File: src/rtl/regblk_pkg.sv
package regblk_pkg;

    localparam int FIELD_W = 16;
    localparam int WORD_W  = 2 * FIELD_W;
    localparam int LO_GAP_START = 32'h04;
    localparam int LO_GAP_END   = 32'h1F;
    localparam int UPPER_BANK   = 32'h20;
    localparam int GAP_COUNT    = 2;

    typedef enum logic [1:0] {
        ERR_ON_READ  = 2'd0,
        ERR_ON_WRITE = 2'd1,
        ERR_NONE     = 2'd2,
        ERR_ON_BOTH  = 2'd3
    } err_policy_e;

    typedef struct packed {
        logic [FIELD_W-1:0] hi;
        logic [FIELD_W-1:0] lo;
    } word_t;

    // relative byte offset of register slot i
    function automatic int slot_offset(input int i);
        return (i == 0) ? 0 : UPPER_BANK + 4 * (i - 1);
    endfunction

    // inclusive relative bounds of gap k
    function automatic int gap_low(input int k, input int nregs);
        return (k == 0) ? LO_GAP_START : slot_offset(nregs - 1) + 4;
    endfunction

    function automatic int gap_high(input int k, input int blk_size);
        return (k == 0) ? LO_GAP_END : blk_size - 1;
    endfunction

    function automatic logic policy_flags_read(input err_policy_e p);
        return (p == ERR_ON_READ) || (p == ERR_ON_BOTH);
    endfunction

    function automatic logic policy_flags_write(input err_policy_e p);
        return (p == ERR_ON_WRITE) || (p == ERR_ON_BOTH);
    endfunction

endpackage

File: src/rtl/regblk_decode.sv
module regblk_decode
    import regblk_pkg::*;
#(
    parameter int ADDR_W   = 8,
    parameter int BASE     = 32'h40,
    parameter int NUM_REGS = 4,
    parameter int BLK_SIZE = 32'h40
) (
    input  logic [ADDR_W-1:0]   addr,
    output logic [NUM_REGS-1:0] slot_sel,
    output logic                undef
);
    localparam logic [ADDR_W-1:0] END_ADDR = ADDR_W'(BASE + BLK_SIZE - 1);

    logic [GAP_COUNT-1:0] gap_hit;
    logic                 past_end;

    for (genvar i = 0; i < NUM_REGS; i++) begin : g_slot
        localparam logic [ADDR_W-1:0] LO = ADDR_W'(BASE + slot_offset(i));
        localparam logic [ADDR_W-1:0] HI = ADDR_W'(BASE + slot_offset(i) + 3);
        assign slot_sel[i] = (addr >= LO) && (addr <= HI);
    end

    for (genvar k = 0; k < GAP_COUNT; k++) begin : g_gap
        localparam logic [ADDR_W-1:0] LO = ADDR_W'(BASE + gap_low(k, NUM_REGS));
        localparam logic [ADDR_W-1:0] HI = ADDR_W'(BASE + gap_high(k, BLK_SIZE));
        if (gap_low(k, NUM_REGS) <= gap_high(k, BLK_SIZE)) begin : g_live
            assign gap_hit[k] = (addr >= LO) && (addr <= HI);
        end else begin : g_empty
            assign gap_hit[k] = 1'b0;
        end
    end

    assign past_end = addr > END_ADDR;
    assign undef    = (|gap_hit) | past_end;

endmodule

File: src/rtl/regblk_slot.sv
module regblk_slot
    import regblk_pkg::*;
(
    input  logic  clk,
    input  logic  rst,
    input  logic  wr_en,
    input  logic  rd_en,
    input  word_t wdata,
    output word_t rd_term
);
    word_t store;

    always_ff @(posedge clk) begin
        if (rst)        store <= '0;
        else if (wr_en) store <= wdata;
    end

    assign rd_term = rd_en ? store : '0;


    slot_write_lands_chk: assert property (@(posedge clk) disable iff (rst)
        wr_en |=> (store == $past(wdata)));


    slot_hold_chk: assert property (@(posedge clk) disable iff (rst)
        !wr_en |=> $stable(store));

endmodule

File: src/rtl/regblk_errgen.sv
module regblk_errgen
    import regblk_pkg::*;
#(
    parameter err_policy_e POLICY = ERR_ON_BOTH
) (
    input  logic rd_stb,
    input  logic wr_stb,
    input  logic undef,
    output logic err
);
    localparam logic FLAG_RD = policy_flags_read(POLICY);
    localparam logic FLAG_WR = policy_flags_write(POLICY);

    always_comb begin
        err = 1'b0;
        if (undef) err = (FLAG_RD & rd_stb) | (FLAG_WR & wr_stb);
    end

endmodule

File: src/rtl/regblk_guard.sv
module regblk_guard
    import regblk_pkg::*;
#(
    parameter int          ADDR_W   = 8,
    parameter int          BASE     = 32'h40,
    parameter int          NUM_REGS = 4,
    parameter int          BLK_SIZE = 32'h40,
    parameter err_policy_e POLICY   = ERR_ON_BOTH
) (
    input  logic              clk,
    input  logic              rst,
    input  logic [ADDR_W-1:0] addr,
    input  logic              wr_stb,
    input  logic              rd_stb,
    input  logic [WORD_W-1:0] wdata,
    output logic [WORD_W-1:0] rdata,
    output logic              rd_valid,
    output logic              err
);
    logic [NUM_REGS-1:0] slot_sel;
    logic                undef;
    word_t               terms [NUM_REGS];

    regblk_decode #(
        .ADDR_W(ADDR_W), .BASE(BASE), .NUM_REGS(NUM_REGS), .BLK_SIZE(BLK_SIZE)
    ) u_dec (
        .addr(addr), .slot_sel(slot_sel), .undef(undef)
    );

    for (genvar i = 0; i < NUM_REGS; i++) begin : g_reg
        regblk_slot u_slot (
            .clk(clk), .rst(rst),
            .wr_en(wr_stb & slot_sel[i]),
            .rd_en(rd_stb & slot_sel[i]),
            .wdata(word_t'(wdata)),
            .rd_term(terms[i])
        );
    end

    always_comb begin
        rdata = '0;
        for (int i = 0; i < NUM_REGS; i++) rdata = rdata | terms[i];
    end

    assign rd_valid = rd_stb;

    regblk_errgen #(.POLICY(POLICY)) u_err (
        .rd_stb(rd_stb), .wr_stb(wr_stb), .undef(undef), .err(err)
    );


    decode_disjoint_chk: assert property (@(posedge clk) disable iff (rst)
        !(undef && (|slot_sel)));


    single_slot_chk: assert property (@(posedge clk) disable iff (rst)
        $onehot0(slot_sel));


    err_needs_strobe_chk: assert property (@(posedge clk) disable iff (rst)
        err |-> (undef && (rd_stb || wr_stb)));


    rdata_quiet_chk: assert property (@(posedge clk) disable iff (rst)
        (rdata != '0) |-> (rd_stb && (|slot_sel)));


    err_policy_chk: assert property (@(posedge clk) disable iff (rst)
        err |-> ((rd_stb && policy_flags_read(POLICY)) ||
                 (wr_stb && policy_flags_write(POLICY))));

endmodule

File: config.mk
export PLATFORM = sky130hd
export DESIGN_NAME = regblk_guard
export DESIGN_NICKNAME = d
export VERILOG_FILES = /design/src/rtl/regblk_pkg.sv /design/src/rtl/regblk_decode.sv /design/src/rtl/regblk_slot.sv /design/src/rtl/regblk_errgen.sv /design/src/rtl/regblk_guard.sv
export SDC_FILE = /design/constraint.sdc
export NUM_CORES = 1
export LEC_CHECK = 0
export ABC_CLOCK_PERIOD_IN_PS = 2700
export BUFFER_PORTS_ARGS = -buffer_cell sky130_fd_sc_hd__buf_2
export CAP_MARGIN = 25
export CORE_ASPECT_RATIO = 1.2
export CORE_UTILIZATION = 60
export CTS_CLUSTER_SIZE = 28
export DETAILED_ROUTE_END_ITERATION = 8
export PLACE_DENSITY = 0.93
export SYNTH_ARGS = -nofsm -noshare
export SYNTH_HDL_FRONTEND = slang
export SYNTH_SLANG_ARGS = --single-unit
File: constraint.sdc
create_clock -name clk -period 2.7 [get_ports clk]
set_clock_uncertainty 0.2 [all_clocks]
set_input_delay 0.135 -clock clk [delete_from_list [all_inputs] [get_ports clk]]
set_output_delay 0.135 -clock clk [all_outputs]
set_load 0.02 [all_outputs]
== Word-level counts from Yosys, hierarchy flattened ==
Cells that the tools add are included.
Operators by class
  $mul: 0
  equal/unequal tests: 0
  divide/modulo/power cells: 0
  bitwise logic cells: 13
  add/subtract/negate cells: 0
  reduce and logical (&&, ||, !) cells: 7
  mux-type cells: 5
  $lt $le $gt $ge: 13
  shifts and indexed selects: 0
Operators with widths (number)
  $mux 32: 4
  $or 32x32->32: 3
  $ge 8x7->1 const B: 6
  $le 8x7->1 const B: 6
  $and 1x1->1: 8
  $gt 8x7->1 const B: 1
  $logic_and 1x1->1: 6
  $or 1x1->1: 2
  $reduce_or 2->1: 1
  $mux 1: 1
Storage, ports and cells
  RAM bits: 0
  bits in registers: 128
  memory bits (read-only): 0
  output and inout bits: 34
  memories: 0
  bits of input ports: 44
  latch bits: 0
  logic and storage cells: 46

== Logic depth before layout (Yosys ltp) ==
Gate-level depths: netlist (run 1).
  depth after elaboration: 7
  depth in mapped cells: 6
  gate-level depth less buffers: 4

== Hierarchy ==
From an unflattened synthesis (run 1), not the netlist that was laid out.
Second synthesis, totals
  cells, all modules: 606
  area total of the unflattened synthesis: 5873.1 sq um
Modules (own cells, without submodules)
  regblk_slot: area each 1375.1 sq um, sequential area each 640.6 sq um, instances 4, cells an instance 138
  regblk_guard: area each 297.8 sq um, sequential area each 0.0 sq um, instances 1, cells an instance 41
  regblk_decode: area each 67.6 sq um, sequential area each 0.0 sq um, instances 1, cells an instance 12
  regblk_errgen: area each 7.5 sq um, sequential area each 0.0 sq um, instances 1, cells an instance 1

== Worst setup path after synthesis (run 1) ==
Ideal clock, no wire load.
  path kind: input to output
  start: in addr[5]
  end: out rdata[26]
  arrival: 1201 ps
  stages on the path: 6
  path slack: 1164 ps
  data required time: 2365 ps
  buffers on the path: 2
  cell sequence: nor4_2 -> and4b_1 -> buf_2 -> buf_4 -> a22oi_1 -> o211ai_1
On the way
  cells in the longest elaborated chain, start to end: 7
  elaborated cells on any way between the ends: 23
  those cells by class: order compare (8); mux (4); bitwise (7); reduce/logical (4)
Ends and longest elaborated chain
  from (decl): line regblk_guard.sv:12  | input logic [ADDR_W-1:0] addr,
  $ge 8x7->1 / $le 8x7->1 (equally long branches): line regblk_decode.sv:21  | assign slot_sel[i] = (addr >= LO) && (addr <= HI);
  $logic_and 1x1->1: line regblk_decode.sv:21
  $and 1x1->1: line regblk_guard.sv:34  | .rd_en(rd_stb & slot_sel[i]),
  $mux 32: line regblk_slot.sv:18  | assign rd_term = rd_en ? store : '0;
  $or 32x32->32 (2 in series): line regblk_guard.sv:42  | for (int i = 0; i < NUM_REGS; i++) rdata = rdata | terms[i];
  $or 32x32->32 *: line regblk_guard.sv:42
  to (decl): line regblk_guard.sv:16  | output logic [WORD_W-1:0] rdata,
Every way passes the cells marked *; elsewhere a longest branch is shown, timed or not.

== Final worst setup path (run 1) ==
  start: in addr[7]
  end: out rdata[18]
The elaborated chain is that of the path after synthesis.

==> impl_metrics.csv, run 1 <==
group,metric,value,unit
final_layout,design_area,6930,µm²
setup_path,worstPathArrival,2.22,ns
floorplan,fp.dieW,90.5,µm
sta,slew-limit-headroom,58.7,%
power_and_ir_drop,clkPwrFrac,51.7,%
clock_tree,clk_path_buf_depth,2,
final_layout,drive_above_1_share,19.9,%
global_routing,first_global_vias,5725,
route,drt_pass1_iterations,6,
floorplan,initial_core_util,62.1,%
placement,place_area,5950,µm²
clock_tree,root_buffer,"clkbuf_8",
setup_path,critPathSlowestCell,"and4b_1",
global_routing,grt.total_usage,35.8,%
placement,io_buffers,77,
route,drt_wl_total,17.2,mm
placement,dp.cells,883,
power_and_ir_drop,p_leak,2.40,nW
floorplan,dieArea,9790,µm²
power_and_ir_drop,comb_power_share,4.8,%
sta,hold_violations,0,
synthesis,synth_top_area_share,45.5,%
synthesis,synth_area_per_cell,7.74,µm²
synthesis,synthArstFlopShare,0,%
final_layout,syn_to_final_growth,22.9,%
route,routedWlPerCell,18.0,µm
setup_path,setup.worst_path.class,"input pin to output port",
route,drc,0,
synthesis,syn-cell-area,5640,µm²
clock_tree,cts_tree,"done",
sta,worst_pin_slew,0.620,ns
floorplan,rows,38,
worst_hold_path,hold_start,"addr[4]",
setup_path,cp-start-kind,"input pin",
sta,finalSetupTns,0,ns
sta,fin_crit_sh,94.7,%
synthesis,yosysTopAreaCell,"dfxtp_1",
synthesis,yosys-top-cells-count,"320 x nand2_1, 128 x dfxtp_1, 99 x a21oi_1, 31 x a221o_1, 31 x o22ai_1",
setup_path,cp_top_family,"buffers and inverters",
route,dr_total_vias,5953,
placement,gp_congestion,0.849,
clock_tree,postCtsSetupBuffers,0,
final_layout,largest_reg_flops,128,
clock_tree,clk_latency,0.53,ns
clock_tree,numCtsBuffers,17,
route,detail-route-antenna-nets,0,
route,vias_per_cell,6.23,
synthesis,synth-seq-area-share,45.5,%
global_routing,grt_overflow,0,
sta,period_needed,2.56,ns
worst_hold_path,min_path_cells,5,
sta,grt_setup_unrepaired,"no",
floorplan,die_y,108,µm
power_and_ir_drop,switchingPower,946,µW
setup_path,critPathCaptureType,"output port",
final_layout,reg_top3,"g.u_slot.store x128",
setup_path,cp_num_buf_inv,4,
route,drt_iter0_drc,861,
final_layout,regMostFlops,"g.u_slot.store",
setup_path,cp_slowest_stage_delay,0.66,ns
worst_hold_path,worstHoldPathType,"input pin to flip-flop",
power_and_ir_drop,swShare,21.6,%
sta,drv_slew,0,
synthesis,yosysMostFrequentCell,"nand2_1",
final_layout,postLayoutCoreUtil,76.3,%
global_routing,grt_max_degree,57,
setup_path,r2r_cells,3,
synthesis,ys_warn_count,0,
synthesis,synth_nets,772,
setup_path,cp_cell_sequence,"dlygate4sd3_1, buf_2, and4b_1, buf_4, a221o_1, buf_2",
worst_hold_path,hold_end,"g_reg[0].u_slot.store[30]",
power_and_ir_drop,p_int,3.43,mW
setup_path,rr_startpoint,"g_reg[0].u_slot.store[19]",
power_and_ir_drop,peakVddDrop,0.480,mV
clock_tree,clk_pin_slew_worst_paths,0.06,ns
synthesis,syn_inst,728,
run,drv_cap,0,
sta,max_freq,0.391,GHz
power_and_ir_drop,pwr-share-seq,43.5,%
setup_path,r2r_end,"g_reg[0].u_slot.store[19]",
floorplan,io_pins,78,
clock_tree,cts.sinks,128,
setup_path,r2r_slack,1.17,ns
synthesis,synth_edf_count,0,
synthesis,synthTopCellsByArea,"dfxtp_1 45%, nand2_1 21%, a21oi_1 8.8%",
sta,setup_viol,0,
placement,dp_hpwl,9.49,mm
setup_path,worst_ep_required_time,2.37,ns
clock_tree,cts.htree.levels,4,
global_routing,grt_pass1_wl,27.6,mm
setup_path,worst_path_most_repeated_cell,"buf_2",
outcome,status,"finished clean",
final_layout,stdcell_count,955,
final_layout,final_nets,865,
setup_path,cp_max_fo,12,
global_routing,antenna_found_initial,1,
synthesis,ys_types,31,
synthesis,ys_ff_latch,128,
clock_tree,post_cts_resized,0,
floorplan,core,9080,µm²
synthesis,yosys_most_used_dff,"dfxtp_1",
power_and_ir_drop,power.density,632,nW/µm²
==> worst max-delay path by stage <==
stage | start | endpoint | slack (ns) | cells past startpoint
after detailed placement | addr[5] | rdata[11] | 0.51 | 6
after global placement | addr[5] | rdata[16] | 0.59 | 6
final | addr[7] | rdata[18] | 0.14 | 6
after CTS | addr[7] | rdata[26] | 0.24 | 7
after floorplan | addr[5] | rdata[26] | 1.16 | 6
after global routing | addr[7] | rdata[26] | 0.14 | 7
==> layer usage <==
metal / vias to the layer above / routed length, µm / track usage, %
li1: 2643 / - / -
met1: 2760 / 6080 / 40.9
met2: 453 / 8440 / 60.7
met3: 97 / 1760 / 8.30
met4: 0 / 878 / 22.8
met5: - / 0 / 0
==> kinds of logic after synthesis <==
family                 count (synthesis)  share of synthesized area (%)
DFF                                  128                           45.5
and+or+nand+nor                      340                           24.2
AOI/OAI and AO/OA                    195                           22.9
buffers and inverters                 65                           7.37
==> layout by cell type, fill, tap and decap left out, types with 3 or more instances in the layout <==
| cell type | Yosys | routed |
|---|---|---|
| nand2_1 | 320 | 320 |
| dfxtp_1 | 128 | 128 |
| a21oi_1 | 99 | 99 |
| buf_2 | 13 | 76 |
| dlygate4sd3_1 | 0 | 39 |
| o22ai_1 | 31 | 31 |
| a221o_1 | 31 | 31 |
| a21oi_2 | 30 | 30 |
| buf_4 | 9 | 23 |
| clkbuf_16 | 0 | 16 |
| clkinv_2 | 0 | 4 |
| clkbuf_8 | 0 | 3 |
| clkbuf_1 | 29 | 3 |
| bufinv_16 | 0 | 3 |
==> worst reg2reg max path, stage by stage (launching register included) <==
cell and delay [ns]:
dfxtp_1 0.39, nand2_1 0.07, a21oi_1 0.20, dlygate4sd3_1 0.61
==> power groups by stage <==
stage / registers [mW] / clock network, mW / logic [mW]
6_report: 1.90 / 2.26 / 0.212
5_1_grt: 1.90 / 2.37 / 0.222
4_1_cts: 1.90 / 2.27 / 0.203
3_5_place_dp: 1.94 / 0 / 0.161
3_3_place_gp: 1.94 / 0 / 0.156
2_1_floorplan: 1.94 / 0 / 0.0827
==> repair_timing <==
item,4_1_cts,5_1_grt
hold buffers,39,0
setup endpoints to repair,0,0
endpoints found under the hold margin,128,0
==> final cells by class <==
class                   count  area (µm²)
multi-input cells         535        2660
flip-flops and latches    128        2560
fillers                   581        2150
repair buffers            139         963
clock buffers              22         453
well taps                 120         150
clock inverters            10         135
diodes                      1        2.50
==> through the flow <==
stage	power (mW)	hold WS, ns	setup WS, ns
2_1_floorplan	2.02	0.0619	1.16
3_3_place_gp	2.10	0.209	0.587
3_5_place_dp	2.10	0.217	0.508
4_1_cts	4.38	0.00289	0.235
5_1_grt	4.49	0.0508	0.142
6_report	4.38	0.0215	0.142
Note: power is estimated with default switching activity, not from simulation.
==> run 2, diff against run 1 <==
- CELL_PAD_IN_SITES_DETAIL_PLACEMENT: default -> 0
- CELL_PAD_IN_SITES_GLOBAL_PLACEMENT: default -> 1
- CORE_UTILIZATION: 60 -> 45
- PLACE_DENSITY: 0.93 -> 0.94
==> run 2 against run 1 <==
Effect of this change:
- hold slack gained 0.027 ns
- power shrank 1.7%
- die area grew 33%
- largest power group unchanged
- via count shrank 8.6%
- highest routed layer unchanged
- sequential power is essentially flat
- wire length shrank 9.3%
- cell count grew 3.5%
- sequential share of layout area grew 0.054 points
- first-iteration DRC count shrank 64%
==> impl_metrics.csv, run 2 (synthesized netlist as in run 1, its figures left out) <==
group,metric,value,unit
setup_path,cp_max_fo,12,
sta,max_freq,0.446,GHz
final_layout,num_antenna_cells,0,
worst_hold_path,min_path_cells,4,
route,routedWlPerCell,15.8,µm
floorplan,dieArea,13000,µm²
sta,fin_crit_sh,83.0,%
setup_path,r2r_cells,3,
setup_path,worst_ep_required_time,2.37,ns
setup_path,cp-start-kind,"input pin",
global_routing,grt_pass1_wl,25.8,mm
final_layout,stdcell_count,988,
global_routing,grt.total_usage,24.9,%
floorplan,core,12200,µm²
floorplan,fp.dieW,104,µm
clock_tree,clk_path_buf_depth,2,
sta,setup_viol,0,
run,drv_cap,0,
route,drt_wl_total,15.6,mm
floorplan,initial_core_util,46.3,%
final_layout,final_nets,858,
placement,gp_congestion,0.846,
final_layout,largest_reg_flops,128,
final_layout,syn_to_final_growth,22.7,%
global_routing,first_global_vias,5260,
setup_path,worstPathArrival,1.91,ns
placement,dp_hpwl,9.76,mm
global_routing,grt_overflow,0,
clock_tree,clk_pin_slew_worst_paths,0.05,ns
floorplan,rows,44,
setup_path,setup.worst_path.class,"input pin to output port",
setup_path,critPathCaptureType,"output port",
power_and_ir_drop,peakVddDrop,0.380,mV
power_and_ir_drop,p_leak,2.37,nW
route,drt_iter0_drc,310,
placement,place_area,6010,µm²
final_layout,reg_top3,"g.u_slot.store x128",
clock_tree,numCtsBuffers,17,
floorplan,io_pins,78,
final_layout,final_cell_mix,"320 x nand2_1, 128 x dfxtp_1, 99 x a21oi_1",
clock_tree,cts_tree,"done",
route,drc,0,
sta,fin_ws,0.459,ns
placement,dpl_worst_slack,0.489,ns
clock_tree,cts.sinks,128,
final_layout,final_common_cell,"nand2_1",
clock_tree,cts.htree.levels,4,
clock_tree,clk_latency,0.41,ns
placement,dp.cells,922,
worst_hold_path,worstHoldPathType,"input pin to flip-flop",
final_layout,design_area,6920,µm²
route,detail-route-antenna-nets,0,
power_and_ir_drop,power.density,622,nW/µm²
sta,drv_slew,0,
route,vias_per_cell,5.51,
floorplan,die_y,125,µm
sta,finalSetupTns,0,ns
sta,worst_pin_slew,0.579,ns
placement,io_buffers,77,
global_routing,antenna_found_initial,0,
sta,hold_violations,0,
sta,grt_setup_unrepaired,"no",
sta,period_needed,2.24,ns
final_layout,drive_above_1_share,19.5,%
final_layout,regMostFlops,"g.u_slot.store",
global_routing,grt_max_degree,59,
outcome,status,"finished clean",
route,dr_total_vias,5441,
route,drt_pass1_iterations,5,
sta,hold_ws,0.0487,ns
sta,slew-limit-headroom,61.3,%
clock_tree,root_buffer,"clkbuf_16",
-- run 2: cell count changes in the layout (fill, tap and decap cells not counted), sizes merged --
| cell | delta |
|---|---|
| dlygate4sd3 | -5 |
| clkbuf | +4 |
| buf | -2 |
| clkinv | -2 |
| bufinv | -1 |
| clkinvlp | -1 |
| diode | -1 |
-- run 2: through the flow --
stage	utilization, %	power [mW]
2_1_floorplan	-	2.02
3_3_place_gp	49.4	2.10
3_5_place_dp	49.4	2.10
4_1_cts	56.8	4.33
5_1_grt	56.8	4.44
6_report	56.8	4.30
-- run 2: metal layers --
| layer | wire length (µm) | GRT usage, % |
|---|---|---|
| met3 | 860 | 5.49 |
| met5 | 0 | 0 |
| met4 | 242 | 10.0 |
| met1 | 6780 | 30.2 |
| met2 | 7680 | 42.4 |
-- run 2: report_power, final --
part	switching (mW)	total [mW]	internal [mW]
registers	0.00385	1.90	1.90
clock network	0.773	2.20	1.42
logic	0.124	0.203	0.0790
-- run 2: what timing repair did --
item | 4_1_cts | 5_1_grt
endpoints found under the hold margin | 128 | 0
resized for setup | 0 | 0
hold buffers | 34 | 0
buffers inserted | 0 | 0
-- run 2: area by class of cell --
| class | count | area (µm²) |
|---|---|---|
| fill | 1101 | 5250 |
| multi-input combinational | 535 | 2660 |
| sequential | 128 | 2560 |
| timing repair buffer | 132 | 923 |
| clock buffer | 26 | 489 |
| tap | 161 | 201 |
| clock inverter | 6 | 80.1 |
-- run 2: final timing paths --
| kind | from | end | slack [ns] |
|---|---|---|---|
| max | addr[5] | rdata[0] | 0.46 |
| min | wr_stb | g_reg[3].u_slot.store[28] | 0.05 |
| max reg2reg | g_reg[1].u_slot.store[15] | g_reg[1].u_slot.store[15] | 1.38 |
| min reg2reg | g_reg[2].u_slot.store[20] | g_reg[2].u_slot.store[20] | 0.25 |
-- run 2: worst max-delay path, cell delays in order --
cell and delay (ns):
buf_2 0.12, nor4_2 0.33, and4b_1 0.62, buf_4 0.32
a221o_1 0.19, buf_2 0.17
